### config.mk
export PLATFORM = sky130hd
export DESIGN_NAME = tdm_port
export DESIGN_NICKNAME = d
export VERILOG_FILES = /design/src/rtl/tdm_pkg.sv /design/src/rtl/tdm_sync_det.sv /design/src/rtl/tdm_timing.sv /design/src/rtl/tdm_rx_lane.sv /design/src/rtl/tdm_tx_lane.sv /design/src/rtl/tdm_port.sv
export SDC_FILE = /design/constraint.sdc
export NUM_CORES = 1
export LEC_CHECK = 0
export BUFFER_PORTS_ARGS = -buffer_cell sky130_fd_sc_hd__buf_2
export CORE_MARGIN = 1
export CORE_UTILIZATION = 40
export CTS_CLUSTER_SIZE = 10
export DETAILED_ROUTE_END_ITERATION = 8
export MAX_ROUTING_LAYER = met4
export PLACE_DENSITY = 0.68
export SETUP_SLACK_MARGIN = 0.02
export SYNTH_ARGS = -nofsm -noshare
export SYNTH_HDL_FRONTEND = slang
export SYNTH_SLANG_ARGS = --single-unit
### constraint.sdc
create_clock -name clk -period 2 [get_ports clk]
set_clock_uncertainty 0.1 [all_clocks]
set_input_delay 0.1 -clock clk [delete_from_list [all_inputs] [get_ports clk]]
set_output_delay 0.1 -clock clk [all_outputs]
set_load 0.1 [all_outputs]
### src/rtl/tdm_pkg.sv
package tdm_pkg;
  typedef enum logic {
    FMT_MSB_FIRST = 1'b0,
    FMT_LSB_FIRST = 1'b1
  } fmt_e;
endpackage

### src/rtl/tdm_sync_det.sv
module tdm_sync_det (
  input  logic clk,
  input  logic rst,
  input  logic fp_i,
  output logic hit_o,
  output logic lvl_o
);
  logic [2:0] hist_q;

  always_ff @(posedge clk) begin
    if (rst) hist_q <= '0;
    else     hist_q <= {hist_q[1:0], fp_i};
  end

  // middle sample differs from both neighbours: a one-clock pulse
  assign hit_o = (hist_q[1] != hist_q[2]) && (hist_q[1] != hist_q[0]);
  assign lvl_o = hist_q[1];
endmodule

### src/rtl/tdm_timing.sv
module tdm_timing #(
  parameter int SLOTS = 32,
  parameter int BITS  = 8,
  parameter int CPB   = 2
) (
  input  logic                     clk,
  input  logic                     rst,
  input  logic                     hit_i,
  output logic [$clog2(SLOTS)-1:0] slot_o,
  output logic                     bit_end_o,
  output logic                     slot_end_o
);
  localparam int SW = $clog2(SLOTS);
  localparam int BW = $clog2(BITS);
  localparam int PW = (CPB > 1) ? $clog2(CPB) : 1;

  logic [PW-1:0] ph_q;
  logic [BW-1:0] bt_q;
  logic [SW-1:0] sl_q;

  assign bit_end_o  = (ph_q == PW'(CPB - 1));
  assign slot_end_o = bit_end_o && (bt_q == BW'(BITS - 1));
  assign slot_o     = sl_q;

  always_ff @(posedge clk) begin
    if (rst || hit_i) begin
      ph_q <= '0;
      bt_q <= '0;
      sl_q <= '0;
    end else if (!bit_end_o) begin
      ph_q <= ph_q + 1'b1;
    end else begin
      ph_q <= '0;
      if (bt_q != BW'(BITS - 1)) begin
        bt_q <= bt_q + 1'b1;
      end else begin
        bt_q <= '0;
        sl_q <= (sl_q == SW'(SLOTS - 1)) ? '0 : sl_q + 1'b1;
      end
    end
  end
endmodule

### src/rtl/tdm_rx_lane.sv
module tdm_rx_lane
  import tdm_pkg::*;
#(
  parameter int BITS = 8
) (
  input  logic            clk,
  input  logic            rst,
  input  fmt_e            fmt_i,
  input  logic            sample_i,
  input  logic            last_i,
  input  logic            d_i,
  output logic [BITS-1:0] byte_o
);
  logic [BITS-1:0] sh_q;
  logic [BITS-1:0] nxt;

  always_comb begin
    if (fmt_i == FMT_LSB_FIRST) nxt = {d_i, sh_q[BITS-1:1]};
    else                        nxt = {sh_q[BITS-2:0], d_i};
  end

  always_ff @(posedge clk) begin
    if (rst) begin
      sh_q   <= '0;
      byte_o <= '0;
    end else if (sample_i) begin
      sh_q <= nxt;
      if (last_i) byte_o <= nxt;
    end
  end
endmodule

### src/rtl/tdm_tx_lane.sv
module tdm_tx_lane
  import tdm_pkg::*;
#(
  parameter int BITS = 8
) (
  input  logic            clk,
  input  logic            rst,
  input  fmt_e            fmt_i,
  input  logic            take_i,
  input  logic [BITS-1:0] core_d_i,
  input  logic            adv_i,
  input  logic            new_slot_i,
  output logic            ser_o
);
  logic [BITS-1:0] hold_q;
  logic [BITS-1:0] sh_q;
  logic [BITS-1:0] nxt;

  always_comb begin
    if (new_slot_i)                  nxt = hold_q;
    else if (fmt_i == FMT_LSB_FIRST) nxt = sh_q >> 1;
    else                             nxt = sh_q << 1;
  end

  always_ff @(posedge clk) begin
    if (rst) begin
      hold_q <= '0;
      sh_q   <= '0;
      ser_o  <= 1'b0;
    end else begin
      if (take_i) hold_q <= core_d_i;
      if (adv_i) begin
        sh_q  <= nxt;
        ser_o <= (fmt_i == FMT_LSB_FIRST) ? nxt[0] : nxt[BITS-1];
      end
    end
  end
endmodule

### src/rtl/tdm_port.sv
module tdm_port
  import tdm_pkg::*;
#(
  parameter int SLOTS       = 32,
  parameter int BITS        = 8,
  parameter int CPB         = 2,
  parameter int CTRL_OE_BIT = 6
) (
  input  logic                     clk,
  input  logic                     rst,
  input  logic                     fp_i,
  input  logic                     rin_i,
  input  logic                     sin_i,
  input  logic                     ode_pin_i,
  input  logic [7:0]               ctrl_i,
  input  logic [BITS-1:0]          rout_byte_i,
  input  logic [BITS-1:0]          sout_byte_i,
  output logic [BITS-1:0]          rin_byte_o,
  output logic [BITS-1:0]          sin_byte_o,
  output logic [$clog2(SLOTS)-1:0] slot_o,
  output logic                     slot_vld_o,
  output logic                     fetch_o,
  output logic [$clog2(SLOTS)-1:0] fetch_slot_o,
  output logic                     rout_o,
  output logic                     sout_o,
  output logic                     ser_oe_o,
  output logic                     lock_o,
  output logic                     fmt_gci_o
);
  localparam int SW    = $clog2(SLOTS);
  localparam int LANES = 2;

  logic          sync_hit, sync_lvl;
  logic          bit_end, slot_end;
  logic [SW-1:0] cur_slot;
  fmt_e          fmt_q;

  logic [LANES-1:0] rx_d;
  logic [BITS-1:0]  rx_byte [LANES];
  logic [BITS-1:0]  tx_core [LANES];
  logic [LANES-1:0] tx_ser;

  logic unused_ctrl;
  assign unused_ctrl = ^{ctrl_i[7:CTRL_OE_BIT+1], ctrl_i[CTRL_OE_BIT-1:0]};

  tdm_sync_det sync_i (
    .clk   (clk),
    .rst   (rst),
    .fp_i  (fp_i),
    .hit_o (sync_hit),
    .lvl_o (sync_lvl)
  );

  tdm_timing #(.SLOTS(SLOTS), .BITS(BITS), .CPB(CPB)) tim_i (
    .clk        (clk),
    .rst        (rst),
    .hit_i      (sync_hit),
    .slot_o     (cur_slot),
    .bit_end_o  (bit_end),
    .slot_end_o (slot_end)
  );

  always_ff @(posedge clk) begin
    if (rst) begin
      lock_o <= 1'b0;
      fmt_q  <= FMT_MSB_FIRST;
    end else if (sync_hit) begin
      lock_o <= 1'b1;
      fmt_q  <= sync_lvl ? FMT_LSB_FIRST : FMT_MSB_FIRST;
    end
  end
  assign fmt_gci_o = (fmt_q == FMT_LSB_FIRST);

  assign rx_d       = {sin_i, rin_i};
  assign tx_core[0] = rout_byte_i;
  assign tx_core[1] = sout_byte_i;

  for (genvar g = 0; g < LANES; g++) begin : g_lane
    tdm_rx_lane #(.BITS(BITS)) rx_i (
      .clk      (clk),
      .rst      (rst),
      .fmt_i    (fmt_q),
      .sample_i (bit_end),
      .last_i   (slot_end),
      .d_i      (rx_d[g]),
      .byte_o   (rx_byte[g])
    );
    tdm_tx_lane #(.BITS(BITS)) tx_i (
      .clk        (clk),
      .rst        (rst),
      .fmt_i      (fmt_q),
      .take_i     (fetch_o),
      .core_d_i   (tx_core[g]),
      .adv_i      (bit_end),
      .new_slot_i (slot_end),
      .ser_o      (tx_ser[g])
    );
  end

  assign rin_byte_o = rx_byte[0];
  assign sin_byte_o = rx_byte[1];
  assign rout_o     = tx_ser[0];
  assign sout_o     = tx_ser[1];

  always_ff @(posedge clk) begin
    if (rst) begin
      slot_vld_o   <= 1'b0;
      slot_o       <= '0;
      fetch_o      <= 1'b0;
      fetch_slot_o <= '0;
      ser_oe_o     <= 1'b0;
    end else begin
      slot_vld_o <= slot_end && lock_o;
      fetch_o    <= slot_end && lock_o;
      ser_oe_o   <= ode_pin_i && ctrl_i[CTRL_OE_BIT];
      if (slot_end) begin
        slot_o       <= cur_slot;
        fetch_slot_o <= SW'((32'(cur_slot) + 2) % SLOTS);
      end
    end
  end
endmodule

# Yosys cells after proc, flatten, opt, wreduce, memory -nomap -nowiden
# Cells that the tools add are included.
[op_classes]
n_addsub = 4
reduce_logical = 8
eq_ne = 5
n_mux = 11
bitwise = 1
[ops]
columns = ["op", "n"]
rows = [
  ["$mux W8", 6],
  ["$add A5 B1 Y5 const B", 1],
  ["$add A5 B2 Y5 const B", 1],
  ["$eq A5 B5 Y1 const B", 1],
  ["$mux W5", 1],
  ["$logic_and A1 B1 Y1", 4],
  ["$reduce_and A2 Y1", 2],
  ["$add A3 B1 Y3 const B", 1],
  ["$eq A3 B3 Y1 const B", 1],
  ["$mux W1", 3],
  ["$mux W3", 1],
  ["$ne A3 B3 Y1 const B", 1],
  ["$ne A1 B1 Y1", 2],
  ["$reduce_or A2 Y1", 1],
  ["$add A1 B1 Y1 const B", 1],
  ["$logic_or A1 B1 Y1", 1],
  ["$not A1 Y1", 1],
]
[word_totals]
in_bits = 30
reg_bits = 92

# Longest topological paths before layout
# Gate-level depths: netlist of the first run.
[logic_depth]
depth_word = 4
depth_mapped = 7

# Modules after synthesis
# From an unflattened synthesis of the first run, not the netlist that was laid out.
[hier_totals]
cells_unflattened = 393
area_unflattened_um2 = 3991.3
[modules_own_cells]
columns = ["mod", "n_inst", "area_each_um2", "cells_per_inst", "seq_area_each_um2"]
rows = [
  ["tdm_tx_lane", 2, 789.5, 81, 340.3],
  ["tdm_rx_lane", 2, 703.2, 65, 320.3],
  ["tdm_port", 1, 490.5, 48, 260.2],
  ["tdm_timing", 1, 414.1, 44, 180.2],
  ["tdm_sync_det", 1, 101.3, 9, 60.1],
]

# Worst setup path after synthesis of the first run
# OpenSTA, ideal clock, no wires.
[synth_path]
path_type = "register to register"
start = "register fetch_o"
end = "register g_lane[0].tx_i.hold_q[0]"
setup_slack_ps = -40
setup_time_ps = 128
path_stages_with_launch = 5
n_path_buf = 2
arrival_time_ps = 1812
required_time_ps = 1772
path_cell_list = "dfxtp_1 buf_2 buf_2 mux2i_1 nor2_1"
[synth_lines]
columns = ["item", "line", "text"]
rows = [
  ["from (decl)", "tdm_port.sv:22", "output logic fetch_o,"],
  ["from (signal assigned)", "tdm_port.sv:114", "fetch_o <= slot_end && lock_o;"],
  ["to (signal assigned)", "tdm_tx_lane.sv:31", "if (take_i) hold_q <= core_d_i;"],
  ["to (decl)", "tdm_tx_lane.sv:15", "logic [BITS-1:0] hold_q;"],
]

# Worst setup path after layout of the first run
[layout_path]
start = "register tim_i.sl_q[0] (netlist: tim_i.slot_o[0])"
end = "register tim_i.sl_q[3] (netlist: tim_i.slot_o[3])"
[layout_via]
elab_chain_len = 2
word_cells_on_any_way = 3
cone_classes = "add/sub: 1; eq/ne: 1; mux: 1"
[layout_lines]
columns = ["item", "line", "text"]
rows = [
  ["from (decl)", "tdm_timing.sv:19", "logic [SW-1:0] sl_q;"],
  ["from (signal assigned)", "tdm_timing.sv:38", "sl_q <= (sl_q == SW'(SLOTS - 1)) ? '0 : sl_q + 1'b1;"],
  ["$add A5 B1 Y5 / $eq A5 B5 Y1 (equally long branches)", "tdm_timing.sv:38", ""],
  ["$mux W5 (*)", "tdm_timing.sv:38", ""],
]
# Every way passes the cells marked *; elsewhere a longest branch is shown, timed or not.
# A chain may end at the register's enable or synchronous reset.

==> metrics.md, run 1 <==
| Metric | Value |
|---|---|
| Status | `finished clean` |
| R2R setup slack | `0.14 ns` |
| Worst Hold Launch | `rin_i` |
| First-pass GRT wire length | `12.90 mm` |
| Max VDD drop | `0.0003403 V` |
| Worst hold path class | `primary input to flip-flop` |
| TritonRoute pass-1 iters | `4` |
| Post-synth EDFFs | `0` |
| Nets | `507` |
| Die Span Y | `99.16 µm` |
| Most used cell, CP | `ha_1` |
| Global Route Usage Sum | `16.85%` |
| Antenna violations before repair | `0` |
| Setup crit start kind | `flip-flop` |
| Hold path endpoint | `g_lane[0].rx_i.sh_q[0]` |
| Total grt overflow | `0` |
| Final setup violation count | `0` |
| Most used flip-flop cell after synthesis | `dfxtp_1` |
| Critical R2R Launch | `tim_i.slot_o[0]` |
| Per-cell routed wire length | `12.75 µm` |
| Pre-CTS setup slack | `0.2073 ns` |
| Multi-input gate area in the final layout | `0.001753 mm²` |
| Max_slew headroom | `63.08%` |
| Slowest CP cell | `or4_1` |
| Vias in the first global route | `2,830` |
| Clk sink count | `91` |
| Initial DRC count | `106` |
| Die width | `99.16 µm` |
| Worst-Skew Late Latency | `0.37 ns` |
| Max cap viols | `0` |
| Crit path cell chain | `ha_1 > and3_1 > ha_1 > or4_1 > a21oi_1` |
| CP Capture Type | `flip-flop` |
| Syn Nets | `446` |
| FF+latch count, synth | `91` |
| Area grow syn2layout | `19.81%` |
| Clock root buffer | `clkbuf_8` |
| Cell Rows | `35` |
| CTS Buf Count | `9` |
| Post-synthesis sequential area ratio | `48.24%` |
| Routed WL | `7.486 mm` |
| Critical path type | `flip-flop to flip-flop` |
| Cell Area, Synth | `0.003776 mm²` |
| RSZ-0062 raised after global routing | `false` |
| Tmin final | `1.860 ns` |
| Final WS setup | `0.1404 ns` |
| Gpl congestion | `0.7649` |
| Dpl hpwl | `4.915 mm` |
| CP max stage delay | `0.50 ns` |
| Core area | `0.009196 mm²` |
| Layout Utilization | `49.20%` |
| Crit path launch | `tim_i.slot_o[0]` |
| Post-cts sizing count | `0` |
| Asr flop ratio synth | `0%` |
| PortBufs | `55` |
| Fin. max-slew vios | `0` |
| Crit share post-route | `92.98%` |
| Worst path required time | `2.19 ns` |
| DIE AREA | `0.009833 mm²` |
| Mapped Cells | `410` |
| Syn Area/Cell | `9.210 µm²` |
| Setup TNS | `0 ns` |
| Largest net degree at the start of global routing | `47` |
| Terminus of the critical flop-to-flop path | `tim_i.slot_o[3]` |
| Yosys warnings | `0` |
| Worst Reg-to-Reg Cells | `5` |
| IO Pins | `63` |
| FF/Latch Area | `0.001826 mm²` |
| DRC Markers | `0` |
| # fillers | `868` |
| Hold Crit Depth | `3` |
| Starting Density | `41.06%` |
| Clock transition at path regs | `0.11 ns` |
| DRT antenna net count | `0` |
| Leak | `0.001726 µW` |
| H-Tree Depth | `3` |
| Critical Path Fanout Max | `6` |
| Max Root-Sink Buffers | `2` |
| F_max | `537.8 MHz` |
| Synth unique cells | `32` |
| Pwr per Cell Area | `782.7 mW/mm²` |
| Avg Vias per Cell | `5.167` |
| Share of cells above drive strength 1 | `18.28%` |
| Antenna diodes | `0` |
| WHS | `0.03675 ns` |
| Arrival time at the worst endpoint | `2.04 ns` |
| Final Hold Fails | `0` |
| CTS tree | `built` |
| Worst-Margin Slew | `0.5539 ns` |
| Via count | `3,033` |
==> cell families after synthesis <==
kind of cell             Yosys count  share of synthesized area, %
AO/OA/AOI/OAI                     88                         16.67
XOR/XNOR                           2                        0.4640
adder cells (fa/ha/maj)            6                         1.988
buffers and inverters             38                         5.335
flip-flops                        91                         48.24
multiplexers                      35                         9.278
AND/OR/NAND/NOR                  150                         18.03
==> sequential cells by signal, indices dropped and copies added, names as in the netlist, 2 cells and up <==
| signal | flops |
|---|---|
| sync_i.hist_q | 3 |
| tim_i.bt_q | 3 |
| g_lane.rx_i.byte_o | 16 |
| g_lane.tx_i.hold_q | 16 |
| g_lane.rx_i.sh_q | 16 |
| g_lane.tx_i.ser_o | 2 |
| tim_i.slot_o | 5 |
| g_lane.tx_i.sh_q | 16 |
| fetch_slot_o | 4 |
| slot_o | 5 |
==> report_power, final <==
part	switching [µW]	leakage, µW	internal, µW
registers	47.0	0.000740	1860
clock network	710	0.000111	614
logic	178	0.000876	129
total	935	0.00173	2610
==> layout by cell type, fill, tap and decap left out, types with 3 or more instances in the layout <==
master | Yosys | routed
dfxtp_2 | 0 | 3
a311oi_1 | 4 | 4
mux2i_1 | 35 | 35
ha_1 | 6 | 6
nor2b_1 | 17 | 17
clkbuf_8 | 0 | 9
a21oi_1 | 18 | 18
nand2b_1 | 15 | 15
o21ai_0 | 3 | 3
dlygate4sd3_1 | 0 | 19
nand2_1 | 29 | 29
o32ai_1 | 12 | 12
a211oi_1 | 48 | 48
nor2_1 | 77 | 77
buf_2 | 8 | 55
dfxtp_1 | 91 | 88
buf_4 | 9 | 10
==> worst max-delay path by stage <==
stage | end | slack [ns] | cells after the start
after CTS | tim_i.slot_o[3] | 0.13 | 5
after detailed placement | tim_i.slot_o[3] | 0.21 | 5
after global routing | tim_i.slot_o[3] | 0.04 | 5
final | tim_i.slot_o[3] | 0.14 | 5
after floorplan | tim_i.slot_o[3] | 0.28 | 5
after global placement | tim_i.slot_o[3] | 0.22 | 5
==> layout make-up <==
| type | instances | share of cell area [%] |
|---|---|---|
| Clock buffer | 9 | 2.738 |
| Inverter | 2 | 0.1659 |
| Multi-Input combinational cell | 281 | 38.74 |
| Clock inverter | 7 | 2.102 |
| Sequential cell | 91 | 40.35 |
| Tap cell | 111 | 3.070 |
| Timing Repair Buffer | 86 | 12.83 |
==> through the flow <==
| stage | area, µm² | total power [µW] | std cells |
|---|---|---|---|
| global route | 4524 | 3712 | 587 |
| floorplan | 3779 | 2160 | 410 |
| finish | 4524 | 3541 | 587 |
| detailed placement | 4115 | 2232 | 552 |
| global placement | 4115 | 2226 | 552 |
| CTS | 4524 | 3587 | 587 |
==> critical path, delay by kind of cell (launching register included) <==
| family | cells | cell delay (ns) |
|---|---|---|
| AND/OR/NAND/NOR | 2 | 0.70 |
| adder cells (fa/ha/maj) | 2 | 0.44 |
| AO/OA/AOI/OAI | 1 | 0.17 |
| flip-flops | 1 | 0.37 |
==> routing by layer <==
layer	vias up	track usage (%)	routed length, µm
li1	1555	-	-
met1	1415	20.60	3529
met2	53	26.68	3535
met3	10	5.762	344
met4	0	4.412	77
met5	-	-	0
==> synth_stat cells, drive strengths merged (3+ instances only) <==
library cell | count | area [µm²]
dfxtp | 91 | 1822
nor2 | 77 | 289.0
a211oi | 48 | 360.4
mux2i | 35 | 350.3
nand2 | 30 | 115.1
buf | 20 | 133.9
a21oi | 18 | 90.09
nor2b | 17 | 106.4
clkbuf | 16 | 60.06
nand2b | 15 | 93.84
o32ai | 12 | 105.1
ha | 6 | 75.07
a311oi | 4 | 35.03
o21ai | 3 | 15.01
==> timing repair <==
action,in CTS,in global routing
buffers inserted,0,0
endpoints found under the hold margin,18,0
hold buffers,19,0
No activity file was read; power rests on OpenSTA's default activity.
==> inputs of run 2 (changes only) <==
--- a/config.mk
+++ b/config.mk
@@ -5,13 +5,13 @@
 export SDC_FILE = /design/constraint.sdc
 export NUM_CORES = 1
 export LEC_CHECK = 0
-export BUFFER_PORTS_ARGS = -buffer_cell sky130_fd_sc_hd__buf_2
 export CORE_MARGIN = 1
 export CORE_UTILIZATION = 40
 export CTS_CLUSTER_SIZE = 10
 export DETAILED_ROUTE_END_ITERATION = 8
+export DONT_BUFFER_PORTS = 1
 export MAX_ROUTING_LAYER = met4
-export PLACE_DENSITY = 0.68
+export PLACE_DENSITY = 0.62
 export SETUP_SLACK_MARGIN = 0.02
 export SYNTH_ARGS = -nofsm -noshare
 export SYNTH_HDL_FRONTEND = slang
==> run 2 against run 1 <==
Compared with the run above:
- the flow now finishes with violations (hold timing)
- first-iteration DRC count is 35% higher
- cell count is 4.1% lower
- fmax hardly changed
- final area is 0.53% lower
- sequential cell count stayed put
- die area stayed put
- critical path type unchanged
- critical endpoint unchanged
==> metrics.md, run 2 (synthesized netlist as in run 1, its figures left out) <==
| Metric | Value |
|---|---|
| Worst-Margin Slew | `0.5784 ns (+0.02450 ns)` |
| Arrival time at the worst endpoint | `2.04 ns (about the same)` |
| Leak | `0.001606 µW (-6.9%)` |
| Dpl hpwl | `4.837 mm (-1.6%)` |
| Cell Rows | `35 (unchanged)` |
| Worst-Skew Late Latency | `0.35 ns (-0.02 ns)` |
| DRC Markers | `0 (unchanged)` |
| # fillers | `866 (-0.23%)` |
| Routed WL | `7.653 mm (+2.2%)` |
| Setup TNS | `0 ns (unchanged)` |
| Core area | `0.009196 mm² (unchanged)` |
| Crit share post-route | `92.95% (about the same)` |
| Avg Vias per Cell | `5.190 (+0.45%)` |
| Tmin final | `1.859 ns (-0.0005530 ns)` |
| Worst path required time | `2.18 ns (about the same)` |
| Sequential fraction of design power | `56.1% (+2.2 points)` |
| Max cap viols | `0 (unchanged)` |
| Clock root buffer | `clkbuf_8` |
| Part of the power in combinational logic | `8.7% (about the same)` |
| Die width | `99.16 µm (unchanged)` |
| TritonRoute pass-1 iters | `4 (unchanged)` |
| CTS Buf Count | `9 (unchanged)` |
| Post-cts sizing count | `0 (unchanged)` |
| CTS tree | `built` |
| Layout Utilization | `48.94% (-0.26 points)` |
| Per-cell routed wire length | `13.59 µm (+6.6%)` |
| Clock transition at path regs | `0.08 ns (-0.03 ns)` |
| Gpl congestion | `0.7674 (+0.33%)` |
| Vias in the first global route | `2,836 (+0.21%)` |
| Leading cell type in the layout, fill and taps excluded | `dfxtp_1` |
| Failing checks | `hold timing` |
| Nets | `484 (-4.5%)` |
| Initial DRC count | `143 (+35%)` |
| WHS | `-0.003550 ns (-0.04030 ns)` |
| Fin. max-slew vios | `0 (unchanged)` |
| DIE AREA | `0.009833 mm² (unchanged)` |
| Total grt overflow | `0 (unchanged)` |
| Most frequent cells in the layout | `87 x dfxtp_1, 77 x nor2_1, 48 x a211oi_1` |
| Pwr per Cell Area | `757.3 mW/mm² (-3.2%)` |
| Share of cells above drive strength 1 | `13.72% (-4.6 points)` |
| Worst hold path class | `primary input to flip-flop` |
| Final setup violation count | `0 (unchanged)` |
| H-Tree Depth | `3 (unchanged)` |
| Max Root-Sink Buffers | `2 (unchanged)` |
| Critical path type | `flip-flop to flip-flop` |
| Psw | `855.3 µW (-8.6%)` |
| P_int | `2553 µW (-2.0%)` |
| Final Non-Filler Cells | `563 (-4.1%)` |
| Net Sw Frac | `25.10% (-1.3 points)` |
| Die Span Y | `99.16 µm (unchanged)` |
| Max_slew headroom | `61.44% (-1.6 points)` |
| DRT antenna net count | `0 (unchanged)` |
| Placed insts | `526 (-4.7%)` |
| # Post-CTS Setup Buffers | `0 (unchanged)` |
| Critical Path Fanout Max | `6 (unchanged)` |
| F_max | `537.9 MHz (about the same)` |
| CP Capture Type | `flip-flop` |
| PortBufs | `0 (-100%)` |
| Global Route Usage Sum | `17.32% (+0.47 points)` |
| Clk sink count | `91 (unchanged)` |
| Antenna violations before repair | `0 (unchanged)` |
| Starting Density | `41.06% (unchanged)` |
| Clock share of power | `35.3% (-2.1 points)` |
| Antenna diodes | `0 (unchanged)` |
| First-pass GRT wire length | `13.23 mm (+2.6%)` |
| Setup crit start kind | `flip-flop` |
| Max VDD drop | `0.0004056 V (+19%)` |
| Status | `finished, violations left` |
| IO Pins | `63 (unchanged)` |
| Largest net degree at the start of global routing | `83 (+77%)` |
| RSZ-0062 raised after global routing | `false` |
| Area grow syn2layout | `19.18%` |
| Via count | `2,922 (-3.7%)` |
| Final Hold Fails | `2 (+2)` |
## run 2: changes by cell type in the layout (fill, tap and decap cells not counted), sizes merged
cell,delta
clkinvlp,+5
buf,-25
inv,-3
clkinv,-3
dlygate4sd3,+2
## run 2: layout make-up
type	count	area, µm²	share of cell area (%)
sequential	91	1827	40.59
multi-input combinational	281	1753	38.95
timing repair buffer	63	583.1	12.96
tap	111	138.9	3.086
clock buffer	9	123.9	2.752
clock inverter	6	67.56	1.501
inverter	2	7.507	0.1668
## run 2: worst paths after layout
| kind | start | endpoint | slack, ns | cells past startpoint |
|---|---|---|---|---|
| max | tim_i.slot_o[1] | tim_i.slot_o[3] | 0.14 | 5 |
| min | rst | sync_i.hist_q[2] | -0.004 | 2 |
| max reg2reg | tim_i.slot_o[1] | tim_i.slot_o[3] | 0.14 | 5 |
| min reg2reg | slot_o[0] | slot_o[0] | 0.36 | 2 |
## run 2: per-layer routing
layer	up-vias	GRT usage [%]	share of wire (%)
met1	1352	21.32	49
met2	51	28.24	46
met3	10	3.865	3.8
met4	0	5.769	1.2
li1	1509	-	-
met5	-	-	0
## run 2: what timing repair did
item	4_1_cts	5_1_grt
hold buffers	22	0
endpoints found under the hold margin	82	0
endpoints found under the setup margin	0	0
## run 2: power by group through the flow
stage	Sequential, µW	Combinational [µW]	Clock, µW
after floorplan	1970	185	0
after global placement	1950	228	0
after detailed placement	1950	232	0
after CTS	1910	298	1250
after global routing	1920	328	1330
final	1910	296	1200
## run 2: critical path: stages, from the launching register on
cell and delay [ns]:
dfxtp_1 0.36, ha_1 0.22, and3_1 0.21, ha_1 0.22, or4_1 0.51, a21oi_1 0.17
## run 2: per-stage QoR
step	hold slack, ns	power (µW)	cell area, µm²	worst slack [ns]
4_1_cts	0.0009092	3461	4501	0.1414
3_5_place_dp	0.07306	2186	4071	0.1825
5_1_grt	0.01616	3575	4501	0.09171
3_3_place_gp	0.07024	2178	4071	0.2363
2_1_floorplan	0.1138	2160	3779	0.2824
6_report	-0.003550	3408	4501	0.1410
